## config.mk

```make
export PLATFORM = sky130hd
export DESIGN_NAME = meas_line_seq
export DESIGN_NICKNAME = d
export VERILOG_FILES = /design/src/rtl/msq_pkg.sv /design/src/rtl/msq_decode.sv /design/src/rtl/msq_seq.sv /design/src/rtl/msq_power.sv /design/src/rtl/msq_clamp.sv /design/src/rtl/meas_line_seq.sv
export SDC_FILE = /design/constraint.sdc
export NUM_CORES = 1
export LEC_CHECK = 0
export ABC_AREA = 1
export BUFFER_PORTS_ARGS = -buffer_cell sky130_fd_sc_hd__buf_2
export CAP_MARGIN = 15
export CELL_PAD_IN_SITES_DETAIL_PLACEMENT = 0
export CELL_PAD_IN_SITES_GLOBAL_PLACEMENT = 2
export CORE_MARGIN = 3
export CORE_UTILIZATION = 33
export DETAILED_ROUTE_END_ITERATION = 8
export PLACE_DENSITY = 0.83
export SETUP_SLACK_MARGIN = 0.05
export SYNTH_ARGS = -nofsm -noshare
export SYNTH_HDL_FRONTEND = slang
export SYNTH_SLANG_ARGS = --single-unit
```

## constraint.sdc

```tcl
create_clock -name clk -period 3.33 [get_ports clk]
set_input_delay 0.666 -clock clk [delete_from_list [all_inputs] [get_ports clk]]
set_output_delay 0.666 -clock clk [all_outputs]
set_load 0.02 [all_outputs]
```

## src/rtl/msq_pkg.sv

```systemverilog
package msq_pkg;

    typedef enum logic [2:0] {
        MS_IDLE,
        MS_ARMED,
        MS_LEAK,
        MS_RED,
        MS_GRN,
        MS_BLU
    } meas_t;

    typedef enum logic [1:0] {
        PW_WARM,
        PW_CTRL,
        PW_RUN
    } pwr_t;

    typedef struct packed {
        logic line_p;
        logic field_p;
        logic key_p;
        logic line_rise;
        logic field_fall;
    } sc_t;

    function automatic int unsigned window_lines(input int unsigned pal_n,
                                                 input int unsigned ntsc_n,
                                                 input logic is_ntsc,
                                                 input logic dbl);
        int unsigned n;
        n = is_ntsc ? ntsc_n : pal_n;
        return dbl ? 2 * n : n;
    endfunction

endpackage

```

## src/rtl/msq_decode.sv

```systemverilog
module msq_decode
    import msq_pkg::*;
(
    input  logic clk,
    input  logic rst,
    input  logic sc_low,
    input  logic sc_mid,
    input  logic sc_high,
    input  logic two_level,
    output sc_t  sc
);
    logic s_low, s_mid, s_high;
    logic line_q, field_q;
    logic field_now;

    always_ff @(posedge clk) begin
        if (rst) begin
            s_low   <= 1'b0;
            s_mid   <= 1'b0;
            s_high  <= 1'b0;
            line_q  <= 1'b0;
            field_q <= 1'b0;
        end else begin
            s_low   <= sc_low;
            s_mid   <= sc_mid;
            s_high  <= sc_high;
            line_q  <= s_mid;
            field_q <= field_now;
        end
    end

    // field level persists across line pulses riding on it
    assign field_now = s_low & (field_q | ~s_mid);

    always_comb begin
        sc.line_p     = s_mid;
        sc.field_p    = field_now;
        sc.key_p      = two_level ? s_mid : s_high;
        sc.line_rise  = s_mid & ~line_q;
        sc.field_fall = field_q & ~field_now;
    end

    // a field pulse never starts while the line level is present
    assert_field_start_R1: assert property (@(posedge clk) disable iff (rst)
        (!field_q && s_mid) |-> !sc.field_p);
endmodule

```

## src/rtl/msq_seq.sv

```systemverilog
module msq_seq
    import msq_pkg::*;
#(
    parameter int unsigned PAL_LINES  = 272,
    parameter int unsigned NTSC_LINES = 224
) (
    input  logic  clk,
    input  logic  rst,
    input  logic  line_rise,
    input  logic  field_fall,
    input  logic  field_p,
    input  logic  ntsc_mode,
    input  logic  double_rate,
    output meas_t st,
    output logic  adbl_win
);
    localparam int unsigned MAXL = 2 * ((PAL_LINES > NTSC_LINES) ? PAL_LINES : NTSC_LINES);
    localparam int unsigned CW   = $clog2(MAXL + 1);

    logic [CW-1:0] lcount;
    logic [CW-1:0] limit;

    assign limit = CW'(window_lines(PAL_LINES, NTSC_LINES, ntsc_mode, double_rate));

    always_ff @(posedge clk) begin
        if (rst) begin
            st     <= MS_IDLE;
            lcount <= '1;
        end else begin
            if (field_fall) begin
                st     <= MS_ARMED;
                lcount <= '0;
            end else if (line_rise) begin
                if (lcount < limit) lcount <= lcount + 1'b1;
                unique case (st)
                    MS_ARMED: st <= MS_LEAK;
                    MS_LEAK:  st <= MS_RED;
                    MS_RED:   st <= MS_GRN;
                    MS_GRN:   st <= MS_BLU;
                    MS_BLU:   st <= MS_IDLE;
                    default:  st <= MS_IDLE;
                endcase
            end
        end
    end

    assign adbl_win = ~field_p & (lcount < limit);

    assert_restart_R10: assert property (@(posedge clk) disable iff (rst)
        field_fall |=> st == MS_ARMED);
    assert_leak_to_red_R3: assert property (@(posedge clk) disable iff (rst)
        (st == MS_LEAK && line_rise && !field_fall) |=> st == MS_RED);
    assert_arm_start_R2: assert property (@(posedge clk) disable iff (rst)
        (st == MS_ARMED && line_rise && !field_fall) |=> st == MS_LEAK);
endmodule

```

## src/rtl/msq_power.sv

```systemverilog
module msq_power
    import msq_pkg::*;
#(
    parameter int unsigned DELAY_FIELDS = 3
) (
    input  logic clk,
    input  logic rst,
    input  logic cutoff_off,
    input  logic warm_probe,
    input  logic cut_above,
    input  logic field_fall,
    output pwr_t pw
);
    localparam int unsigned DW = $clog2(DELAY_FIELDS + 1);

    logic [DW-1:0] fcnt;
    logic          cut_q;

    always_ff @(posedge clk) begin
        if (rst) begin
            pw    <= PW_WARM;
            fcnt  <= '0;
            cut_q <= 1'b0;
        end else begin
            cut_q <= cut_above;
            if (cutoff_off) begin
                pw <= PW_RUN;
            end else begin
                unique case (pw)
                    PW_WARM: if (warm_probe && cut_q) begin
                        pw   <= PW_CTRL;
                        fcnt <= '0;
                    end
                    PW_CTRL: if (field_fall) begin
                        if (fcnt == DW'(DELAY_FIELDS - 1)) pw <= PW_RUN;
                        else fcnt <= fcnt + 1'b1;
                    end
                    default: pw <= PW_RUN;
                endcase
            end
        end
    end

    assert_run_sticky_R8: assert property (@(posedge clk) disable iff (rst)
        pw == PW_RUN |=> pw == PW_RUN);
    assert_warm_hold_R7: assert property (@(posedge clk) disable iff (rst)
        (pw == PW_WARM && !cutoff_off && !(warm_probe && cut_q)) |=> pw == PW_WARM);
endmodule

```

## src/rtl/msq_clamp.sv

```systemverilog
module msq_clamp #(
    parameter int unsigned CLAMP_DLY = 4
) (
    input  logic clk,
    input  logic rst,
    input  logic key_p,
    input  logic no_delay,
    output logic clamp_pulse
);
    localparam int unsigned CDW = $clog2(CLAMP_DLY + 1);

    logic [CDW-1:0] dcnt;

    always_ff @(posedge clk) begin
        if (rst || !key_p) dcnt <= '0;
        else if (dcnt != CDW'(CLAMP_DLY)) dcnt <= dcnt + 1'b1;
    end

    assign clamp_pulse = key_p & (no_delay | (dcnt == CDW'(CLAMP_DLY)));

    assert_clamp_delayed_R9: assert property (@(posedge clk) disable iff (rst)
        ($rose(clamp_pulse) && !no_delay) |-> $past(key_p));
endmodule

```

## src/rtl/meas_line_seq.sv

```systemverilog
module meas_line_seq
    import msq_pkg::*;
#(
    parameter int unsigned PAL_LINES    = 272,
    parameter int unsigned NTSC_LINES   = 224,
    parameter int unsigned DELAY_FIELDS = 3,
    parameter int unsigned CLAMP_DLY    = 4
) (
    input  logic clk,
    input  logic rst,
    input  logic sc_low,
    input  logic sc_mid,
    input  logic sc_high,
    input  logic two_level,
    input  logic cutoff_off,
    input  logic no_clamp_delay,
    input  logic ntsc_mode,
    input  logic double_rate,
    input  logic cut_above,
    output logic blank,
    output logic clamp_pulse,
    output logic fix_clamp,
    output logic leak_line,
    output logic cut_r,
    output logic cut_g,
    output logic cut_b,
    output logic warm_pulse,
    output logic cutoff_en,
    output logic picture_on,
    output logic adbl_win
);
    sc_t   sc;
    meas_t st;
    pwr_t  pw;
    logic  in_meas, in_colour;

    msq_decode u_dec (
        .clk(clk), .rst(rst), .sc_low(sc_low), .sc_mid(sc_mid),
        .sc_high(sc_high), .two_level(two_level), .sc(sc)
    );

    msq_seq #(.PAL_LINES(PAL_LINES), .NTSC_LINES(NTSC_LINES)) u_seq (
        .clk(clk), .rst(rst), .line_rise(sc.line_rise), .field_fall(sc.field_fall),
        .field_p(sc.field_p), .ntsc_mode(ntsc_mode), .double_rate(double_rate),
        .st(st), .adbl_win(adbl_win)
    );

    msq_power #(.DELAY_FIELDS(DELAY_FIELDS)) u_pwr (
        .clk(clk), .rst(rst), .cutoff_off(cutoff_off), .warm_probe(warm_pulse),
        .cut_above(cut_above), .field_fall(sc.field_fall), .pw(pw)
    );

    msq_clamp #(.CLAMP_DLY(CLAMP_DLY)) u_clp (
        .clk(clk), .rst(rst), .key_p(sc.key_p), .no_delay(no_clamp_delay),
        .clamp_pulse(clamp_pulse)
    );

    always_comb begin
        in_colour  = (st == MS_RED) | (st == MS_GRN) | (st == MS_BLU);
        in_meas    = in_colour | (st == MS_LEAK);
        leak_line  = (st == MS_LEAK);
        cutoff_en  = (pw != PW_WARM) & ~cutoff_off;
        picture_on = (pw == PW_RUN);
        warm_pulse = (pw == PW_WARM) & ~cutoff_off & in_colour;
        cut_r      = (st == MS_RED) & cutoff_en;
        cut_g      = (st == MS_GRN) & cutoff_en;
        cut_b      = (st == MS_BLU) & cutoff_en;
        fix_clamp  = cutoff_off & in_meas;
        blank      = sc.line_p | sc.field_p | in_meas | ~picture_on;
    end

    assert_one_line_R3: assert property (@(posedge clk) disable iff (rst)
        $onehot0({leak_line, cut_r, cut_g, cut_b}));
    assert_blank_meas_R4: assert property (@(posedge clk) disable iff (rst)
        (leak_line || cut_r || cut_g || cut_b || fix_clamp) |-> blank);
    assert_warm_no_ctrl_R7: assert property (@(posedge clk) disable iff (rst)
        warm_pulse |-> !cutoff_en && !picture_on);
    assert_fix_no_cut_R6: assert property (@(posedge clk) disable iff (rst)
        fix_clamp |-> !(cut_r || cut_g || cut_b || warm_pulse));
endmodule

```

==> impl_metrics.csv <==
group,metric,value,unit
status,run_status,"finished clean",
setup_path,r2r_end,"u_seq.lcount[3]",
sta,slew_headroom,0.677,
drt,routed_wl,3390,µm
setup_path,crit_family,"adder cells",
setup_path,endpoint_kind,"primary output",
grt,grt_max_degree,19,
layout,register_area,520,µm²
grt,grt_overflow,0,
drt,via_per_inst,4.43,
synthesis,yosys.area.top_type,"dfxtp_1",
drt,drc,0,
floorplanning,die_h,75.7,µm
power_and_ir_drop,combPwrFrac,0.239,
synthesis,syn-instance-count,238,
clocking,cts_root_buffer,"clkbuf_8",
clocking,htree_levels,1,
layout,nNetsFinal,281,
setup_path,worstSetupPathType,"in -> out",
floorplanning,fp.coreArea,4530,µm²
place,io_buffers,21,
flow_run,cap_violations,0,
synthesis,synth_top_cell_area_share,0.324,
layout,area_growth,13.5,%
floorplanning,die-area,5730,µm²
power_and_ir_drop,seqPwrFrac,0.433,
worst_hold_path,min_path_type,"reg -> reg",
layout,fillers,497,
grt,first_global_vias,1344,
power_and_ir_drop,vdd.ir_drop.worst,0.211,mV
synthesis,ys_seq_elements,26,
drt,wl_per_cell,10.5,µm
sta,setup_viol,0,
setup_path,reg2reg_depth,8,
clocking,hold_buffers,0,
drt,vias,1431,
worst_hold_path,hold_path_end,"u_clp.dcnt[1]",
layout,drive_gt1_frac,0.143,
place,dpl.hpwl,2520,µm
floorplanning,initial_core_util,0.354,
power_and_ir_drop,switchingPower,245,µW
sta,holdWs,0.498,ns
power_and_ir_drop,power_leakage,1.00,nW
layout,diodes,0,
clocking,cts-buffers-inserted,3,
worst_hold_path,hold_start,"u_clp.dcnt[1]",
synthesis,synth_xor_area_frac,0.0273,
sta,fmax,0.372,GHz
clocking,postCtsSetupRepairBufs,0,
synthesis,synth_area,1600,µm²
synthesis,synth_top_family_by_area,"simple AND/OR/NAND/NOR gates",
setup_path,critical_path_required,2.66,ns
setup_path,path_cells,"buf_2 -> inv_1 -> ha_1 -> ha_1 -> nand2_1 -> a21oi_1 -> nor2_1 -> nand2_1 -> nor2_1 -> buf_2",
grt,grt_pass1_wl,5950,µm
floorplanning,dieWidth,75.7,µm
setup_path,slowest_stage,"ha_1",
synthesis,yosysSeqAreaShare,0.324,
setup_path,cp_slowest_stage_delay,0.29,ns
worst_hold_path,hold_path_depth,2,
clocking,cts_tree,"built",
setup_path,cp-start-kind,"input port",
sta,rsz0062_at_grt,"false",
clocking,cts_buffer_depth,2,
synthesis,yosys.area_share.adder,0.0858,
power_and_ir_drop,p_sw_frac,0.301,
sta,clock_skew,0.00543,ns
grt,antenna_found_initial,0,
sta,finalHoldViolations,0,
layout,multi_input_area,882,µm²
synthesis,muxShareOfSynthArea,0,
clocking,clk_pin_slew,0.10,ns
power_and_ir_drop,powerDensity,448,nW/µm²
synthesis,synth_area_leaders,"dfxtp_1 32%, nand2_1 11%, inv_1 9.4%",
sta,min_period_over_period,0.808,
synthesis,syn_area_per_cell,6.74,µm²
synthesis,synth_compound_area_frac,0.0733,
setup_path,cp_num_buf_inv,3,
setup_path,r2r_slack,1.46,ns
synthesis,yosysUniqueCellTypes,29,
synthesis,ys.warnings.count,0,
drt,ant_nets,0,
floorplanning,boundaryPins,22,
drt,drtIter0Drc,54,
floorplanning,rows,24,
setup_path,cp_max_fo,4,
synthesis,syn-num-nets,260,
power_and_ir_drop,power_frac_clock,0.327,
drt,drt_pre_antenna_iters,4,
clocking,cts.repair.resized,0,
sta,setup-tns-final,0,ns
sta,worst_slew_pin_slew,0.484,ns
clocking,clock_sinks,26,
power_and_ir_drop,internal_power,569,µW
sta,slew_viol_final,0,
sta,post-route-min-period,2.69,ns
grt,track_usage,0.136,
setup_path,timing.rr.start,"u_seq.lcount[5]",
setup_path,arrival,2.02,ns
clocking,insertion_delay,0.27,ns
power_and_ir_drop,finalPower,815,µW
synthesis,yosys.area_share.simple,0.363,
place,gp_congestion,0.727,
[synth_stat cells]
cell type and count:
buf_2 2, a311oi_1 2, o21ai_2 2, nand4_1 5, nor2_2 2, xnor2_1 1
nand4_2 1, o21ai_0 2, a21o_1 1, nor3b_1 2, and2_1 1, inv_1 40
nand2_4 1, buf_6 2, xor2_1 4, o21ai_1 2, nand3_2 2, inv_2 1
nand2_2 1, dfxtp_1 26, inv_4 1, ha_1 11, nor3_1 2, a21oi_1 11
or2_2 1, nor2_1 35, nand2_1 48, nand3_1 28, dlygate4sd1_1 1
[cells by family after synthesis]
group                    after synthesis
XOR/XNOR                               5
flip-flops                            26
AO/OA/AOI/OAI                         20
buffers and inverters                 47
adder cells (fa/ha/maj)               11
AND/OR/NAND/NOR                      129
[per-layer routing]
layer / share of wire / vias to the layer above / global-route usage
met1: 0.50 / 611 / 0.172
met4: 0.0077 / 0 / 0.0291
met3: 0.045 / 2 / 0.0356
met5: 0 / - / 0
met2: 0.44 / 24 / 0.233
li1: - / 794 / -
[power groups by stage]
| stage | logic [mW] | registers (mW) | clock network (mW) |
|---|---|---|---|
| floorplan | 0.163 | 0.352 | 0 |
| global placement | 0.197 | 0.361 | 0 |
| detailed placement | 0.197 | 0.361 | 0 |
| CTS | 0.199 | 0.353 | 0.282 |
| global route | 0.233 | 0.356 | 0.288 |
| finish | 0.195 | 0.353 | 0.267 |
[worst min-delay path: cells and delay by family, from the launching register on]
family,cells,cell delay (ns)
AOI/OAI and AO/OA,1,0.06
and+or+nand+nor,1,0.07
DFF,1,0.34
[layout by cell type (no fill, tap or decap), types with 4 or more instances in the layout]
master | synthesis | final
xor2_1 | 4 | 4
buf_2 | 2 | 21
nor2_1 | 35 | 35
inv_1 | 40 | 40
nand4_1 | 5 | 5
dfxtp_1 | 26 | 26
a21oi_1 | 11 | 11
nand2_1 | 48 | 48
ha_1 | 11 | 11
nand3_1 | 28 | 28
[stage by stage]
stage / std cells / utilization / instance area [µm²] / setup WS [ns]
floorplan: 238 / - / 1600 / 0.745
global placement: 319 / 0.386 / 1750 / 0.638
detailed placement: 319 / 0.386 / 1750 / 0.616
CTS: 323 / 0.401 / 1820 / 0.608
global route: 323 / 0.401 / 1820 / 0.470
finish: 323 / 0.401 / 1820 / 0.639
[layout make-up]
class,instances,area share
multi-input combinational,165,0.485
sequential,26,0.286
inverter,42,0.0880
timing repair buffer,21,0.0577
tap,65,0.0447
clock buffer,3,0.0227
clock inverter,1,0.0165
[state kept, by name (all words and copies together), names as in the netlist, 2 cells and up]
register and count:
u_seq.lcount 10, u_clp.dcnt 3, u_seq.st 3, u_pwr.fcnt 2, u_pwr.pw 2
[worst max-delay path by stage]
stage | start | endpoint | slack (ns) | cells past startpoint
final | ntsc_mode | adbl_win | 0.64 | 10
after global routing | ntsc_mode | adbl_win | 0.47 | 11
after CTS | ntsc_mode | adbl_win | 0.61 | 10
after detailed placement | ntsc_mode | adbl_win | 0.62 | 10
after global placement | ntsc_mode | adbl_win | 0.64 | 10
after floorplan | ntsc_mode | adbl_win | 0.75 | 9
No activity file was read; power rests on OpenSTA's default activity.
